**config.mk**
```make
export PLATFORM = sky130hd
export DESIGN_NAME = sync_ser_tx
export DESIGN_NICKNAME = d
export VERILOG_FILES = /design/src/rtl/ssx_pkg.sv /design/src/rtl/ssx_tick_gen.sv /design/src/rtl/ssx_txbuf.sv /design/src/rtl/ssx_shifter.sv /design/src/rtl/sync_ser_tx.sv
export SDC_FILE = /design/constraint.sdc
export NUM_CORES = 1
export LEC_CHECK = 0
export BUFFER_PORTS_ARGS = -buffer_cell sky130_fd_sc_hd__clkbuf_2
export CAP_MARGIN = 25
export CORE_ASPECT_RATIO = 0.8
export CORE_MARGIN = 10
export CORE_UTILIZATION = 60
export CTS_BUF_LIST = sky130_fd_sc_hd__clkbuf_2
export DETAILED_ROUTE_END_ITERATION = 7
export PLACE_DENSITY = 0.81
export SLEW_MARGIN = 20
export SYNTH_ARGS = -nofsm -noshare
export SYNTH_HDL_FRONTEND = slang
export SYNTH_SLANG_ARGS = --single-unit
```
**constraint.sdc**
```tcl
create_clock -name clk -period 3.2 [get_ports clk]
set_clock_uncertainty 0.15 [all_clocks]
set_input_delay 0.16 -clock clk [delete_from_list [all_inputs] [get_ports clk]]
set_output_delay 0.16 -clock clk [all_outputs]
set_load 0.02 [all_outputs]
```
**src/rtl/ssx_pkg.sv**
```systemverilog
package ssx_pkg;

  typedef enum logic [1:0] {
    SEL_DIV1  = 2'd0,
    SEL_DIV8  = 2'd1,
    SEL_DIV32 = 2'd2,
    SEL_DIV32B = 2'd3
  } ssx_sel_e;

  // base prescale factor for a clock-select code
  function automatic int unsigned presc_of(input logic [1:0] sel);
    case (sel)
      SEL_DIV1: return 1;
      SEL_DIV8: return 8;
      default:  return 32;
    endcase
  endfunction

  // system clocks per transfer-clock half period
  function automatic int unsigned half_len(input logic [1:0] sel,
                                           input int unsigned div_m1);
    return presc_of(sel) * (div_m1 + 1);
  endfunction

endpackage

```
**src/rtl/ssx_tick_gen.sv**
```systemverilog
module ssx_tick_gen #(
  parameter int DIV_W = 8,
  parameter int CNT_W = 14
) (
  input  logic             clk,
  input  logic             rst_n,
  input  logic             run,
  input  logic [1:0]       clk_sel,
  input  logic [DIV_W-1:0] baud_div,
  output logic             tick
);
  logic [CNT_W-1:0] cnt_q;
  logic [CNT_W-1:0] limit;

  assign limit = CNT_W'(ssx_pkg::half_len(clk_sel, 32'(baud_div)));
  assign tick  = run && (cnt_q >= limit - 1'b1);

  always_ff @(posedge clk or negedge rst_n) begin
    if (!rst_n)            cnt_q <= '0;
    else if (!run || tick) cnt_q <= '0;
    else                   cnt_q <= cnt_q + 1'b1;
  end

  // a half period never ends before its counter has started from zero
  assert_tick_after_start_R5: assert property (@(posedge clk) disable iff (!rst_n)
    $rose(run) |-> cnt_q == '0);
endmodule

```
**src/rtl/ssx_txbuf.sv**
```systemverilog
module ssx_txbuf #(
  parameter int DATA_W = 8
) (
  input  logic              clk,
  input  logic              rst_n,
  input  logic              wr,
  input  logic [DATA_W-1:0] wdata,
  input  logic              take,
  output logic [DATA_W-1:0] data,
  output logic              full
);
  always_ff @(posedge clk or negedge rst_n) begin
    if (!rst_n) begin
      data <= '0;
      full <= 1'b0;
    end else if (wr) begin
      data <= wdata;
      full <= 1'b1;
    end else if (take) begin
      full <= 1'b0;
    end
  end

  assert_take_needs_full_R2: assert property (@(posedge clk) disable iff (!rst_n)
    take |-> full);
  assert_take_empties_R4: assert property (@(posedge clk) disable iff (!rst_n)
    (take && !wr) |=> !full);
endmodule

```
**src/rtl/ssx_shifter.sv**
```systemverilog
module ssx_shifter #(
  parameter int DATA_W = 8
) (
  input  logic              clk,
  input  logic              rst_n,
  input  logic              tick,
  input  logic              ready,
  input  logic [DATA_W-1:0] buf_data,
  input  logic              msb_first,
  output logic              load,
  output logic              frame_end,
  output logic              busy,
  output logic              sclk_int,
  output logic              txd_int
);
  localparam int BIT_W = (DATA_W > 1) ? $clog2(DATA_W) : 1;
  localparam logic [BIT_W-1:0] LAST = BIT_W'(DATA_W - 1);

  logic [DATA_W-1:0] shreg_q;
  logic [BIT_W-1:0]  bitcnt_q;
  logic [BIT_W-1:0]  bit_nxt;
  logic              busy_q, sclk_q, txd_q;
  logic              at_last, tail_tick;

  function automatic logic pick_bit(input logic [DATA_W-1:0] v,
                                    input logic [BIT_W-1:0] idx,
                                    input logic msb);
    return msb ? v[LAST - idx] : v[idx];
  endfunction

  assign at_last   = (bitcnt_q == LAST);
  assign tail_tick = busy_q && tick && sclk_q && at_last;
  assign load      = ready && (!busy_q || tail_tick);
  assign frame_end = tail_tick && !ready;
  assign bit_nxt   = bitcnt_q + 1'b1;

  always_ff @(posedge clk or negedge rst_n) begin
    if (!rst_n) begin
      shreg_q  <= '0;
      bitcnt_q <= '0;
      busy_q   <= 1'b0;
      sclk_q   <= 1'b1;
      txd_q    <= 1'b1;
    end else if (load) begin
      shreg_q  <= buf_data;
      bitcnt_q <= '0;
      busy_q   <= 1'b1;
      sclk_q   <= 1'b0;
      txd_q    <= pick_bit(buf_data, '0, msb_first);
    end else if (busy_q && tick) begin
      if (!sclk_q) begin
        sclk_q <= 1'b1;
      end else if (at_last) begin
        busy_q <= 1'b0;
        txd_q  <= 1'b1;
      end else begin
        bitcnt_q <= bit_nxt;
        sclk_q   <= 1'b0;
        txd_q    <= pick_bit(shreg_q, bit_nxt, msb_first);
      end
    end
  end

  assign busy     = busy_q;
  assign sclk_int = sclk_q;
  assign txd_int  = txd_q;

  assert_idle_clock_high_R6: assert property (@(posedge clk) disable iff (!rst_n)
    !busy_q |-> sclk_q);
  assert_load_falls_R4: assert property (@(posedge clk) disable iff (!rst_n)
    load |=> (busy_q && !sclk_q && bitcnt_q == '0));
  assert_clock_still_without_tick_R5: assert property (@(posedge clk) disable iff (!rst_n)
    (!tick && !load) |=> $stable(sclk_q));
endmodule

```
**src/rtl/sync_ser_tx.sv**
```systemverilog
module sync_ser_tx #(
  parameter int DATA_W = 8,
  parameter int DIV_W  = 8
) (
  input  logic              clk,
  input  logic              rst_n,
  input  logic              tx_en,
  input  logic [1:0]        clk_sel,
  input  logic [DIV_W-1:0]  baud_div,
  input  logic              msb_first,
  input  logic              rise_edge,
  input  logic              invert,
  input  logic              cts_en,
  input  logic              cts_n,
  input  logic              wr_strobe,
  input  logic [DATA_W-1:0] wr_data,
  input  logic              irq_clr,
  output logic              sclk_o,
  output logic              txd_o,
  output logic              irq_o,
  output logic              tx_empty_o,
  output logic              buf_full_o
);
  localparam int CNT_W = $clog2(32 * (2 ** DIV_W)) + 1;

  logic [DATA_W-1:0] buf_data;
  logic buf_full, ready, cts_ok;
  logic load, frame_end, busy, tick, sclk_int, txd_int;
  logic irq_q, empty_q;

  assign cts_ok = !cts_en || !cts_n;
  assign ready  = tx_en && buf_full && cts_ok;

  ssx_txbuf #(.DATA_W(DATA_W)) u_buf (
    .clk(clk), .rst_n(rst_n), .wr(wr_strobe), .wdata(wr_data),
    .take(load), .data(buf_data), .full(buf_full)
  );

  ssx_tick_gen #(.DIV_W(DIV_W), .CNT_W(CNT_W)) u_tick (
    .clk(clk), .rst_n(rst_n), .run(busy), .clk_sel(clk_sel),
    .baud_div(baud_div), .tick(tick)
  );

  ssx_shifter #(.DATA_W(DATA_W)) u_shift (
    .clk(clk), .rst_n(rst_n), .tick(tick), .ready(ready),
    .buf_data(buf_data), .msb_first(msb_first), .load(load),
    .frame_end(frame_end), .busy(busy), .sclk_int(sclk_int), .txd_int(txd_int)
  );

  always_ff @(posedge clk or negedge rst_n) begin
    if (!rst_n) begin
      irq_q   <= 1'b0;
      empty_q <= 1'b1;
    end else begin
      if (load)         irq_q <= 1'b1;
      else if (irq_clr) irq_q <= 1'b0;
      if (load)           empty_q <= 1'b0;
      else if (frame_end) empty_q <= 1'b1;
    end
  end

  assign sclk_o     = sclk_int ^ rise_edge;
  assign txd_o      = txd_int ^ invert;
  assign irq_o      = irq_q;
  assign tx_empty_o = empty_q;
  assign buf_full_o = buf_full;

  assert_start_gate_R2: assert property (@(posedge clk) disable iff (!rst_n)
    load |-> (tx_en && buf_full));
  assert_cts_gate_R3: assert property (@(posedge clk) disable iff (!rst_n)
    (load && cts_en) |-> !cts_n);
  assert_irq_on_load_R4: assert property (@(posedge clk) disable iff (!rst_n)
    load |=> (irq_q && !empty_q));
  assert_irq_sticky_R11: assert property (@(posedge clk) disable iff (!rst_n)
    (irq_q && !irq_clr) |=> irq_q);
  assert_empty_at_end_R6: assert property (@(posedge clk) disable iff (!rst_n)
    frame_end |=> (empty_q && !busy));
endmodule

```
==> reports/metrics.yaml <==
wire_per_inst_um: 19.2
intPower_mw: 1.41
criticalPathCategory: "input pin to flip-flop"
cts-root-buf: "clkbuf_2"
start_kind: "input pin"
viasPerCell: 5.77
worst_ep_arrival_time_ns: 5.13
place_worst_setup_slack_ns: -1.94
worstReg2RegEnd: "u_shift.shreg_q[2]$_DFFE_PN0P_"
status: "complete, but fails checks"
drt_iter0_drc: 265
period_needed_ns: 4.93
dp_hpwl_mm: 6.43
violations: "setup timing"
chipWidth_um: 105
syn_nets: 447
slew_headroom_pct: 71.2
power_mw: 2.41
die_h_um: 88.1
clkLatencyLatePin_ns: 0.42
cts_tree: "built"
ys_types: 43
use_met3_pct: 4.26
r2r_setup_slack_ns: 0.49
vias: 3218
rows: 24
p_comb_share_pct: 57.7
tightest_slew_ns: 0.432
fin_nets: 565
ys_seq_area_share_pct: 28.2
route.detailed.drc: 0
grt_pass1_wl_mm: 15.7
total_leakage_power_nw: 2.43
seqCellArea_sq_um: 980
crit_path_max_fanout: 5
grt_util_met2_pct: 35.8
drive_gt1_share_pct: 36.9
clock.fmax_mhz: 203
drv_slew: 0
p_per_area_mw_per_mm2: 497
pwr-share-clk_pct: 13.2
grtUsageMet1_pct: 25.5
clockBufferDepth: 2
ys_warn_count: 0
maxCapViolations: 0
drt.antenna.violating_nets: 0
global_route.overflow_total: 0
dieArea_sq_mm: 0.00926
synth_area_sq_mm: 0.00348
rsz0062_at_grt: "yes"
start_util_pct: 63.0
htreeDepth: 2
firstDrtPassIters: 5
final_util_pct: 87.5
clkSinkCount: 39
core_sq_mm: 0.00553
design_area_sq_mm: 0.00484
post-route-period-util_pct: 154
sw_frac_of_total_pct: 41.3
pwr-share-seq_pct: 29.1
finalHoldViolations: 0
n_antenna_cell: 0
netlist_instances: 361
power_switching_mw: 0.993
dpl.cell_count: 518
grt_pass1_vias: 3316
routed_wl_mm: 10.7
cts_buffers: 5
nFillCells: 264
worstPathRequired_ns: 3.40
ir_drop_mv: 0.276
clkTransAtPathRegs_ns: 0.23
async_flop_share_pct: 100
place.gp.congestion: 0.858
synth-edff-count: 0
instances_no_fill: 558
avgSynthCellArea_sq_um: 9.64
place_area_sq_mm: 0.00428
area_growth_pct: 39.0
fin_hold_ws_ns: 0.0389
grt_max_degree: 40
worst_r2r_path_depth: 12
setup_viol: 31
multi_input_area_sq_mm: 0.00265
synth-seq-cells: 39
numPortBuffers: 32
regToRegStartpoint: "u_tick.cnt_q[0]$_DFF_PN0_"
fin_setup_tns_ns: -48.31
finalWorstSetupSlack_ns: -1.73
antenna_found_initial: 0
io_pins: 33
synth_ff_type: "dfrtp_1"
crit_path_end_kind: "flip-flop"
hold_path_class: "input pin to async pin"
grt_use_total_pct: 20.7
busiest_layer: "met2"
## layout by cell type, fill, tap and decap left out, types with 7 or more instances in the layout
master         instances
a21o_1                 7
a21oi_1                9
buf_4                 61
clkbuf_2              34
dfrtp_1               36
dlygate4sd3_1         14
fa_1                  11
ha_1                  41
inv_1                 30
mux2_2                 9
mux2_4                 8
mux2i_1                7
nand2_1               33
nand3_1                8
nand4_1                8
nor2_1                15
nor2_2                 8
o21ai_1               10
xnor2_1               18
xor2_1                11
## final cells by class
class                           count  share of cell area, %
Timing Repair Buffer              116                   19.0
Sequential cell                    39                   20.3
Clock buffer                        5                  0.517
Inverter                           33                   2.56
Clock inverter                      3                  0.802
Tap cell                           78                   2.02
Multi-Input combinational cell    284                   54.9
## kinds of logic (layout without fill, tap and decap cells)
family                   after synthesis  count (layout)  synth area share (%)
adder cells (fa/ha/maj)               58              58                  23.2
AO/OA/AOI/OAI                         50              50                  9.46
buffers and inverters                 39             157                  4.53
AND/OR/NAND/NOR                      113             114                  15.5
multiplexers                          28              28                  10.5
XOR/XNOR                              34              34                  8.56
flip-flops                            39              39                  28.2
## cell usage after synthesis, drive strengths merged, types with 8 or more instances
cell,instances,share of area [%]
a21oi,15,2.4
nand4,8,1.4
o21ai,16,2.3
nor2,27,2.9
fa,11,6.3
dfrtp,36,26
nand2,37,4.1
xnor2,20,5.0
mux2,17,5.5
inv,33,3.6
xor2,14,3.5
nand3,9,1.3
ha,47,17
## power groups by stage
stage	clock network (mW)	registers (mW)	logic (mW)
global placement	0	0.684	1.03
floorplan	0	0.653	0.744
global route	0.333	0.706	1.49
CTS	0.309	0.685	1.15
detailed placement	0	0.695	1.09
finish	0.317	0.701	1.39
## what timing repair did
item / CTS / global route
resized for setup: 12 / 36
hold buffers: 14 / 0
setup buffers: 13 / 9
endpoints found under the hold margin: 49 / 0
setup endpoints to repair: 31 / 31
pin swaps: 15 / 12
cloned: 0 / 1
## worst max-delay path, stage by stage
cell       delay [ns]
buf_8            0.10
and2_4           0.17
nand2_4          0.08
xnor2_2          0.12
nand2_1          0.10
fa_1             0.51
inv_1            0.05
ha_1             0.27
inv_1            0.05
fa_1             0.55
inv_2            0.08
ha_4             0.28
o21a_1           0.13
o21a_1           0.14
a41o_1           0.20
nor4_2           0.04
nor3_1           0.18
xnor2_1          0.12
ha_1             0.35
nand4_1          0.17
nor3_2           0.28
o2bb2ai_4        0.17
nand2_4          0.08
a21oi_4          0.19
buf_12           0.14
buf_8            0.12
mux2_4           0.29
## how the worst max path moves through the flow
stage                            from                        endpoint  slack [ns]  cells after the start
final                     baud_div[1]  u_shift.shreg_q[2]$_DFFE_PN0P_       -1.73                     27
after detailed placement  baud_div[0]  u_shift.shreg_q[0]$_DFFE_PN0P_       -1.94                     26
after global routing      baud_div[0]  u_shift.shreg_q[4]$_DFFE_PN0P_       -1.90                     26
after global placement    baud_div[0]  u_shift.shreg_q[0]$_DFFE_PN0P_       -1.82                     25
after CTS                 baud_div[0]  u_shift.shreg_q[2]$_DFFE_PN0P_       -1.48                     26
after floorplan           baud_div[1]  u_shift.shreg_q[1]$_DFFE_PN0P_       -1.60                     25
## layer usage
| metal | routed length, um | share of wire (%) |
|---|---|---|
| met5 | 0 | 0 |
| met4 | 362 | 3.4 |
| met1 | 4420 | 41 |
| met3 | 570 | 5.3 |
| met2 | 5350 | 50 |
## flip-flops by register name (all words and copies together), names as in the netlist
| signal | flops |
|---|---|
| irq_o | 1 |
| tx_empty_o | 1 |
| u_buf.data | 8 |
| u_buf.full | 1 |
| u_shift.bitcnt_q | 3 |
| u_shift.busy | 1 |
| u_shift.sclk_int | 1 |
| u_shift.shreg_q | 8 |
| u_shift.txd_int | 1 |
| u_tick.cnt_q | 14 |
Power figures use the tool's default switching activity.
